`src/rtl/dual_reg_decoder_pkg.sv`:
```
package dual_reg_decoder_pkg;
    typedef enum logic [2:0] {
        S_IDLE     = 3'd0,
        S_WR_PULSE = 3'd1,
        S_WR_HOLD  = 3'd2,
        S_RD_PULSE = 3'd3,
        S_RD_HOLD  = 3'd4
    } acc_state_t;
endpackage

```
`src/rtl/drd_sync.sv`:
```
module drd_sync #(
    parameter int WIDTH  = 2,
    parameter int STAGES = 2
) (
    input  logic             clk,
    input  logic             rst_n,
    input  logic [WIDTH-1:0] din,
    output logic [WIDTH-1:0] dout
);
    logic [WIDTH-1:0] chain [STAGES];

    genvar g;
    generate
        for (g = 0; g < STAGES; g++) begin : g_stage
            always_ff @(posedge clk or negedge rst_n) begin
                if (!rst_n) begin
                    chain[g] <= '1;
                end else begin
                    if (g == 0) chain[g] <= din;
                    else        chain[g] <= chain[(g > 0) ? g - 1 : 0];
                end
            end
        end
    endgenerate

    assign dout = chain[STAGES-1];
endmodule

```
`src/rtl/drd_fsm.sv`:
```
module drd_fsm
    import dual_reg_decoder_pkg::*;
(
    input  logic clk,
    input  logic rst_n,
    input  logic wr_low,
    input  logic rd_low,
    output logic capture,
    output logic wr_go,
    output logic rd_go
);
    acc_state_t state, nxt;

    always_ff @(posedge clk or negedge rst_n) begin
        if (!rst_n) state <= S_IDLE;
        else        state <= nxt;
    end

    always_comb begin
        nxt     = state;
        capture = 1'b0;
        wr_go   = 1'b0;
        rd_go   = 1'b0;
        unique case (state)
            S_IDLE: begin
                if (wr_low) begin
                    nxt     = S_WR_PULSE;
                    capture = 1'b1;
                end else if (rd_low) begin
                    nxt     = S_RD_PULSE;
                    capture = 1'b1;
                end
            end
            S_WR_PULSE: begin
                wr_go = 1'b1;
                nxt   = S_WR_HOLD;
            end
            S_WR_HOLD:  if (!wr_low) nxt = S_IDLE;
            S_RD_PULSE: begin
                rd_go = 1'b1;
                nxt   = S_RD_HOLD;
            end
            S_RD_HOLD:  if (!rd_low) nxt = S_IDLE;
            default:    nxt = S_IDLE;
        endcase
    end
endmodule

```
`src/rtl/drd_route.sv`:
```
module drd_route #(
    parameter int ADDR_W   = 3,
    parameter int DATA_W   = 8,
    parameter int CFG_ADDR = 2
) (
    input  logic              clk,
    input  logic              rst_n,
    input  logic              capture,
    input  logic              wr_go,
    input  logic              rd_go,
    input  logic              cs_n,
    input  logic              chan_sel,
    input  logic              alt_page,
    input  logic [ADDR_W-1:0] addr,
    input  logic [DATA_W-1:0] wdata,
    input  logic [DATA_W-1:0] bank_rdata_a,
    input  logic [DATA_W-1:0] bank_rdata_b,
    output logic [DATA_W-1:0] rdata,
    output logic [ADDR_W-1:0] bank_addr,
    output logic [DATA_W-1:0] bank_wdata,
    output logic              bank_alt,
    output logic              bank_wr_a,
    output logic              bank_wr_b,
    output logic              bank_rd_a,
    output logic              bank_rd_b
);
    localparam logic [ADDR_W-1:0] CFG_A = ADDR_W'(CFG_ADDR);

    logic sel_l, chan_l, bcast;
    logic cfg_hit, bank_wr, bank_rd;

    always_ff @(posedge clk or negedge rst_n) begin
        if (!rst_n) begin
            sel_l      <= 1'b0;
            chan_l     <= 1'b0;
            bank_alt   <= 1'b0;
            bank_addr  <= '0;
            bank_wdata <= '0;
        end else if (capture) begin
            sel_l      <= ~cs_n;
            chan_l     <= chan_sel;
            bank_alt   <= alt_page;
            bank_addr  <= addr;
            bank_wdata <= wdata;
        end
    end

    assign cfg_hit = bank_alt && (bank_addr == CFG_A);
    assign bank_wr = wr_go && sel_l && !cfg_hit;
    assign bank_rd = rd_go && sel_l && !cfg_hit;

    always_ff @(posedge clk or negedge rst_n) begin
        if (!rst_n)                          bcast <= 1'b0;
        else if (wr_go && sel_l && cfg_hit)  bcast <= bank_wdata[0];
    end

    assign bank_wr_a = bank_wr && (chan_l || bcast);
    assign bank_wr_b = bank_wr && (!chan_l || bcast);
    assign bank_rd_a = bank_rd && chan_l;
    assign bank_rd_b = bank_rd && !chan_l;

    always_comb begin
        if (cfg_hit)     rdata = {{(DATA_W-1){1'b0}}, bcast};
        else if (chan_l) rdata = bank_rdata_a;
        else             rdata = bank_rdata_b;
    end
endmodule

```
`src/rtl/dual_reg_decoder.sv`:
```
module dual_reg_decoder #(
    parameter int ADDR_W      = 3,
    parameter int DATA_W      = 8,
    parameter int CFG_ADDR    = 2,
    parameter int SYNC_STAGES = 2
) (
    input  logic              clk,
    input  logic              rst_n,
    input  logic              cs_n,
    input  logic              chan_sel,
    input  logic              alt_page,
    input  logic [ADDR_W-1:0] addr,
    input  logic              wr_n,
    input  logic              rd_n,
    input  logic [DATA_W-1:0] wdata,
    output logic [DATA_W-1:0] rdata,
    input  logic [DATA_W-1:0] bank_rdata_a,
    input  logic [DATA_W-1:0] bank_rdata_b,
    output logic [ADDR_W-1:0] bank_addr,
    output logic [DATA_W-1:0] bank_wdata,
    output logic              bank_alt,
    output logic              bank_wr_a,
    output logic              bank_wr_b,
    output logic              bank_rd_a,
    output logic              bank_rd_b
);
    logic [1:0] strobes_s;
    logic       capture, wr_go, rd_go;

    drd_sync #(.WIDTH(2), .STAGES(SYNC_STAGES)) u_sync (
        .clk   (clk),
        .rst_n (rst_n),
        .din   ({wr_n, rd_n}),
        .dout  (strobes_s)
    );

    drd_fsm u_fsm (
        .clk     (clk),
        .rst_n   (rst_n),
        .wr_low  (!strobes_s[1]),
        .rd_low  (!strobes_s[0]),
        .capture (capture),
        .wr_go   (wr_go),
        .rd_go   (rd_go)
    );

    drd_route #(.ADDR_W(ADDR_W), .DATA_W(DATA_W), .CFG_ADDR(CFG_ADDR)) u_route (
        .clk          (clk),
        .rst_n        (rst_n),
        .capture      (capture),
        .wr_go        (wr_go),
        .rd_go        (rd_go),
        .cs_n         (cs_n),
        .chan_sel     (chan_sel),
        .alt_page     (alt_page),
        .addr         (addr),
        .wdata        (wdata),
        .bank_rdata_a (bank_rdata_a),
        .bank_rdata_b (bank_rdata_b),
        .rdata        (rdata),
        .bank_addr    (bank_addr),
        .bank_wdata   (bank_wdata),
        .bank_alt     (bank_alt),
        .bank_wr_a    (bank_wr_a),
        .bank_wr_b    (bank_wr_b),
        .bank_rd_a    (bank_rd_a),
        .bank_rd_b    (bank_rd_b)
    );
endmodule

```
`config.mk`:
```
export PLATFORM = sky130hd
export DESIGN_NAME = dual_reg_decoder
export DESIGN_NICKNAME = d
export VERILOG_FILES = /design/src/rtl/dual_reg_decoder_pkg.sv /design/src/rtl/drd_sync.sv /design/src/rtl/drd_fsm.sv /design/src/rtl/drd_route.sv /design/src/rtl/dual_reg_decoder.sv
export SDC_FILE = /design/constraint.sdc
export NUM_CORES = 1
export LEC_CHECK = 0
export BUFFER_PORTS_ARGS = -buffer_cell sky130_fd_sc_hd__buf_2
export CAP_MARGIN = 10
export CORE_MARGIN = 1.5
export CORE_UTILIZATION = 30
export CTS_CLUSTER_DIAMETER = 100
export CTS_CLUSTER_SIZE = 8
export DETAILED_ROUTE_END_ITERATION = 8
export HOLD_SLACK_MARGIN = 0.06
export PLACE_DENSITY = 0.63
export REMOVE_ABC_BUFFERS = 1
export SYNTH_ARGS = -nofsm -noshare
export SYNTH_HDL_FRONTEND = slang
export SYNTH_HIERARCHICAL = 1
export SYNTH_SLANG_ARGS = --single-unit
export TNS_END_PERCENT = 50
```
`constraint.sdc`:
```
create_clock -name clk -period 2 [get_ports clk]
set_input_delay 0.4 -clock clk [delete_from_list [all_inputs] [get_ports clk]]
set_output_delay 0.4 -clock clk [all_outputs]
set_load 0.03 [all_outputs]
```
# Word level (Yosys, flattened, before mapping)
# Cells that the tools add are included.
[op_classes] bitwise=1 n_mux=12 reduce_logical=16 n_eq_ne=8
[ops] operator="2-to-1 mux 8 bit" n=2
[ops] operator="one-hot mux 3 bit (5 select lines)" n=1
[ops] operator="2-to-1 mux 3 bit" n=4
[ops] operator="logical AND 1 bit" n=10
[ops] operator="== test 3 x 2 -> 1 bit, second input constant" n=3
[ops] operator="2-to-1 mux 1 bit" n=5
[ops] operator="inequality test 2 bit, second input constant" n=2
[ops] operator="== test 3 x 1 -> 1 bit, second input constant" n=1
[ops] operator="== test 3 bit, second input constant" n=1
[ops] operator="zero test 3 bit" n=1
[ops] operator="inequality test 3 bit, second input constant" n=1
[ops] operator="AND reduction 3 bit" n=1
[ops] operator="zero test 1 bit" n=2
[ops] operator="logical OR 1 bit" n=2
[ops] operator="NOT 1 bit" n=1
[word_totals] out_inout_bits=24 register_bits=22 wordCells=46

# Longest topological paths before layout
[depth] ltp_word=5 mapped_depth=8 mapped_depth_nobuf=5

# Hierarchy
# Netlist, hierarchy kept.
[modules_own_cells] module="drd_route" instances=1 area_each_um2=743.2 cells_per_inst=62
[modules_own_cells] module="drd_fsm" instances=1 area_each_um2=141.4 cells_per_inst=13
[modules_own_cells] module="drd_sync" instances=1 area_each_um2=120.1 cells_per_inst=6
[modules_own_cells] module="dual_reg_decoder" instances=1 area_each_um2=7.5 cells_per_inst=2

# Worst setup path before layout
# Ideal clock, no wire load.
[synth_path] path_kind="reg2out" startpoint="register u_route.bank_addr[0]" endpoint="output bank_wr_a" path_buffers=1 path_slack_ns=-0.091 arrival_ns=1.691 path_stages_with_launch=4 path_cell_list="dfrtp_1 and4bb_2 buf_2 nor3_1"
[synth_via] elab_chain_len=5
[synth_rtl] item="from (decl)" line="drd_route.sv:19" source="output logic [ADDR_W-1:0] bank_addr,"
[synth_rtl] item="from (signal assigned)" line="drd_route.sv:43" source="bank_addr <= addr;"
[synth_rtl] item="== test 3 x 2 -> 1 bit" line="drd_route.sv:48" source="assign cfg_hit = bank_alt && (bank_addr == CFG_A);"
[synth_rtl] item="logical AND 1 bit" line="drd_route.sv:48"
[synth_rtl] item="zero test 1 bit" line="drd_route.sv:49" source="assign bank_wr = wr_go && sel_l && !cfg_hit;"
[synth_rtl] item="logical AND 1 bit" line="drd_route.sv:49"
[synth_rtl] item="logical AND 1 bit" line="drd_route.sv:57" source="assign bank_wr_a = bank_wr && (chan_l || bcast);"
[synth_rtl] item="to (decl)" line="dual_reg_decoder.sv:22" source="output logic bank_wr_a,"
# No other way between the ends.

# Worst setup path after layout
[layout_path] startpoint="register u_route.bank_addr[2]" endpoint="output rdata[0]"
[layout_via] elab_chain_len=3
[layout_rtl] item="== test 3 x 2 -> 1 bit" line="drd_route.sv:48"
[layout_rtl] item="logical AND 1 bit" line="drd_route.sv:48"
[layout_rtl] item="2-to-1 mux 8 bit" line="drd_route.sv:63" source="if (cfg_hit) rdata = {{(DATA_W-1){1'b0}}, bcast};"
[layout_rtl] item="to (decl)" line="dual_reg_decoder.sv:16" source="output logic [DATA_W-1:0] rdata,"
# No other way between the ends.

==> impl_metrics.env <==
export IMPL_diodes=0
export IMPL_cp_top_family="simple AND/OR/NAND/NOR gates"
export IMPL_seq_area_frac_synth_pct=54.88
export IMPL_pre_cts_slack_ns=0.3215
export IMPL_clkTransAtPathRegs_ns=0.12
export IMPL_async_reset_ff_share_pct=100.0
export IMPL_regArea_um2=559.3
export IMPL_grt_pass1_wl_um=3312
export IMPL_dieHeight_um=61.09
export IMPL_period_needed_ns=1.927
export IMPL_path_buf_inv=1
export IMPL_wl_per_cell_um=12.16
export IMPL_avgViaCountPerCell=4.530
export IMPL_critPathRequiredTime_ns=1.60
export IMPL_die_w_um=61.09
export IMPL_rsz0062_at_grt="yes"
export IMPL_first_pass_iters=2
export IMPL_fill_cells=306
export IMPL_hp_start="wr_n"
export IMPL_syn_avg_cell_area_um2=12.20
export IMPL_dpl_hpwl_um=1717
export IMPL_synth_top_cell_area_share_pct=44.50
export IMPL_synth_edff_count=0
export IMPL_area_delta_synth_final_pct=38.57
export IMPL_grtUsageMet2_pct=24.47
export IMPL_postCtsSetupBuffers=0
export IMPL_cp_startpoint="u_route/bank_addr[2]$_DFFE_PN0P_"
export IMPL_fin_skew_ns=0.005854
export IMPL_max_stage_delay_ns=0.46
export IMPL_clockRootBuffer="clkbuf_4"
export IMPL_gr_usage_all_layers_pct=12.39
export IMPL_syn_area_um2=1012
export IMPL_layout_nets=176
export IMPL_crit_path_start_kind="register"
export IMPL_slowest_stage="and4bb_4"
export IMPL_grt_overflow=0
export IMPL_end_kind="output pin"
export IMPL_power_density_nw_per_um2=1659
export IMPL_die_area_um2=3731
export IMPL_grt_pass1_vias=805
export IMPL_synth_area_leaders="dfrtp_1 44%, mux2_2 14%, dfstp_2 10%"
export IMPL_clk_latency_ns=0.30
export IMPL_setup_violations=0
export IMPL_met3_usage_pct=2.521
export IMPL_outcome="finished clean"
export IMPL_grt_max_degree=23
export IMPL_ys_top_cells_by_count="18 x dfrtp_1, 13 x mux2_2, 11 x nor2_1"
export IMPL_via_count=838
export IMPL_relSlewSlack_pct=67.75
export IMPL_gp_congestion=0.6309
export IMPL_h_tree_depth=1
export IMPL_p_total_w=0.002327
export IMPL_antenna_found_initial=0
export IMPL_cts_buffer_depth=2
export IMPL_final_hold_viol_count=0
export IMPL_cts_tree="yes"
export IMPL_antenna_left=0
export IMPL_synth_top_area_cell="dfrtp_1"
export IMPL_cts_made_buffers=3
export IMPL_initial_core_util_pct=32.36
export IMPL_crit_chain="and4bb_4 > nand2_1 > o21ai_0 > buf_4"
export IMPL_pin_count=58
export IMPL_rr_startpoint="u_fsm/state[1]$_DFFE_PN0P_"
export IMPL_holdCritPathClass="in2reg"
export IMPL_drive_gt1_share_pct=62.41
export IMPL_cts_sinks=22
export IMPL_rows=20
export IMPL_crit_type="reg2out"
export IMPL_io_buffers=57
export IMPL_tightest_slew_ns=0.4837
export IMPL_min_period_over_period_pct=96.35
export IMPL_drcViolationCount=0
export IMPL_synth_flop_cell="dfrtp_1"
export IMPL_max_freq_mhz=518.9
export IMPL_ys_warn_count=6
export IMPL_routed_wirelength_um=2250
export IMPL_synth_seq_cells=22
export IMPL_drv_cap=0
export IMPL_multi_input_area_um2=429.2
export IMPL_fin_util_pct=44.84
export IMPL_critPathArrivalTime_ns=1.53
export IMPL_layout_setup_ws_ns=0.07300
export IMPL_core_um2=3128
export IMPL_ys_types=22
export IMPL_timing_final_max_slew_violations=0
export IMPL_dr_first_iter_drc_count=10
export IMPL_path_max_fanout=14
export IMPL_ir_drop_v=0.0005933
export IMPL_yosysMostFrequentCell="dfrtp_1"
export IMPL_grtUsageMet1_pct=12.13
export IMPL_p_leak_nw=0.6985
export IMPL_synthCells=83
export IMPL_busiest_layer="met2"
-- power breakdown --
| group | internal [W] | leakage, nW | switching (W) |
|---|---|---|---|
| Clock | 0.000111 | 0.0210 | 0.000123 |
| Combinational | 0.000524 | 0.425 | 0.000731 |
| Sequential | 0.000644 | 0.253 | 0.000195 |
| Total | 0.00128 | 0.699 | 0.00105 |
-- cells by family after synthesis --
logic type	Yosys count	share of synthesized area, %
flip-flops	22	54.88
multiplexers	22	23.86
AO/OA/AOI/OAI	4	2.719
buffers and inverters	8	4.203
AND/OR/NAND/NOR	27	14.34
-- cell type report --
cell class	count	share of cell area, %
Tap cell	44	3.925
Clock buffer	4	2.587
Timing Repair Buffer	60	22.48
Sequential cell	22	39.87
Inverter	2	0.5352
Multi-Input combinational cell	53	30.60
-- what timing repair did --
item	in CTS	in global routing
pin swaps	0	1
endpoints found under the hold margin	18	0
setup endpoints to repair	3	3
hold buffers	1	0
gates resized for setup	2	6
cloned	0	0
-- per-layer routing --
metal | vias up | share of wire (%)
met5 | - | 0
met1 | 392 | 40
met4 | 0 | 0.84
li1 | 401 | -
met2 | 43 | 50
met3 | 2 | 8.9
-- through the flow --
step                      cells  setup TNS (ns)  hold slack, ns  area [um^2]
after detailed placement    180               0          0.3469         1339
after global routing        185        -0.07771          0.1599         1403
after floorplan              77          -6.643          0.1044        977.2
final                       185               0          0.1951         1403
after global placement      180               0          0.3467         1339
after CTS                   185               0          0.1714         1394
-- cells in the final DEF, fill, tap and decap left out, drive strengths merged, types with 2 or more instances in the layout --
master  instances
mux2i           8
dfstp           4
nor4            2
nor2           11
mux2           14
nor3            3
buf            59
nor3b           2
nand2           3
inv             2
clkbuf          4
dfrtp          18
nand2b          2
-- path summary, 6_finish.rpt --
check | end | slack (ns) | cells after the start
setup / recovery | rdata[0] | 0.07 | 4
hold / removal | u_sync/chain[3]$_DFF_PN1_ | 0.20 | 1
setup reg to reg | u_route/bank_wdata[7]$_DFFE_PN0P_ | 0.48 | 3
hold reg to reg | u_sync/dout[1]$_DFF_PN1_ | 0.36 | 0
max in group asynchronous | u_sync/dout[1]$_DFF_PN1_ | 1.05 | 2
min in group asynchronous | u_route/bank_wdata[6]$_DFFE_PN0P_ | 0.59 | 2
-- registers in the layout, indices dropped and copies added (netlist names) --
name and count:
u_route/bank_wdata 8, u_fsm/state 3, u_route/bank_addr 3, u_sync/chain 2, u_sync/dout 2, u_route/bank_alt 1
u_route/bcast 1, u_route/chan_l 1, u_route/sel_l 1
No activity file was read; power rests on OpenSTA's default activity.
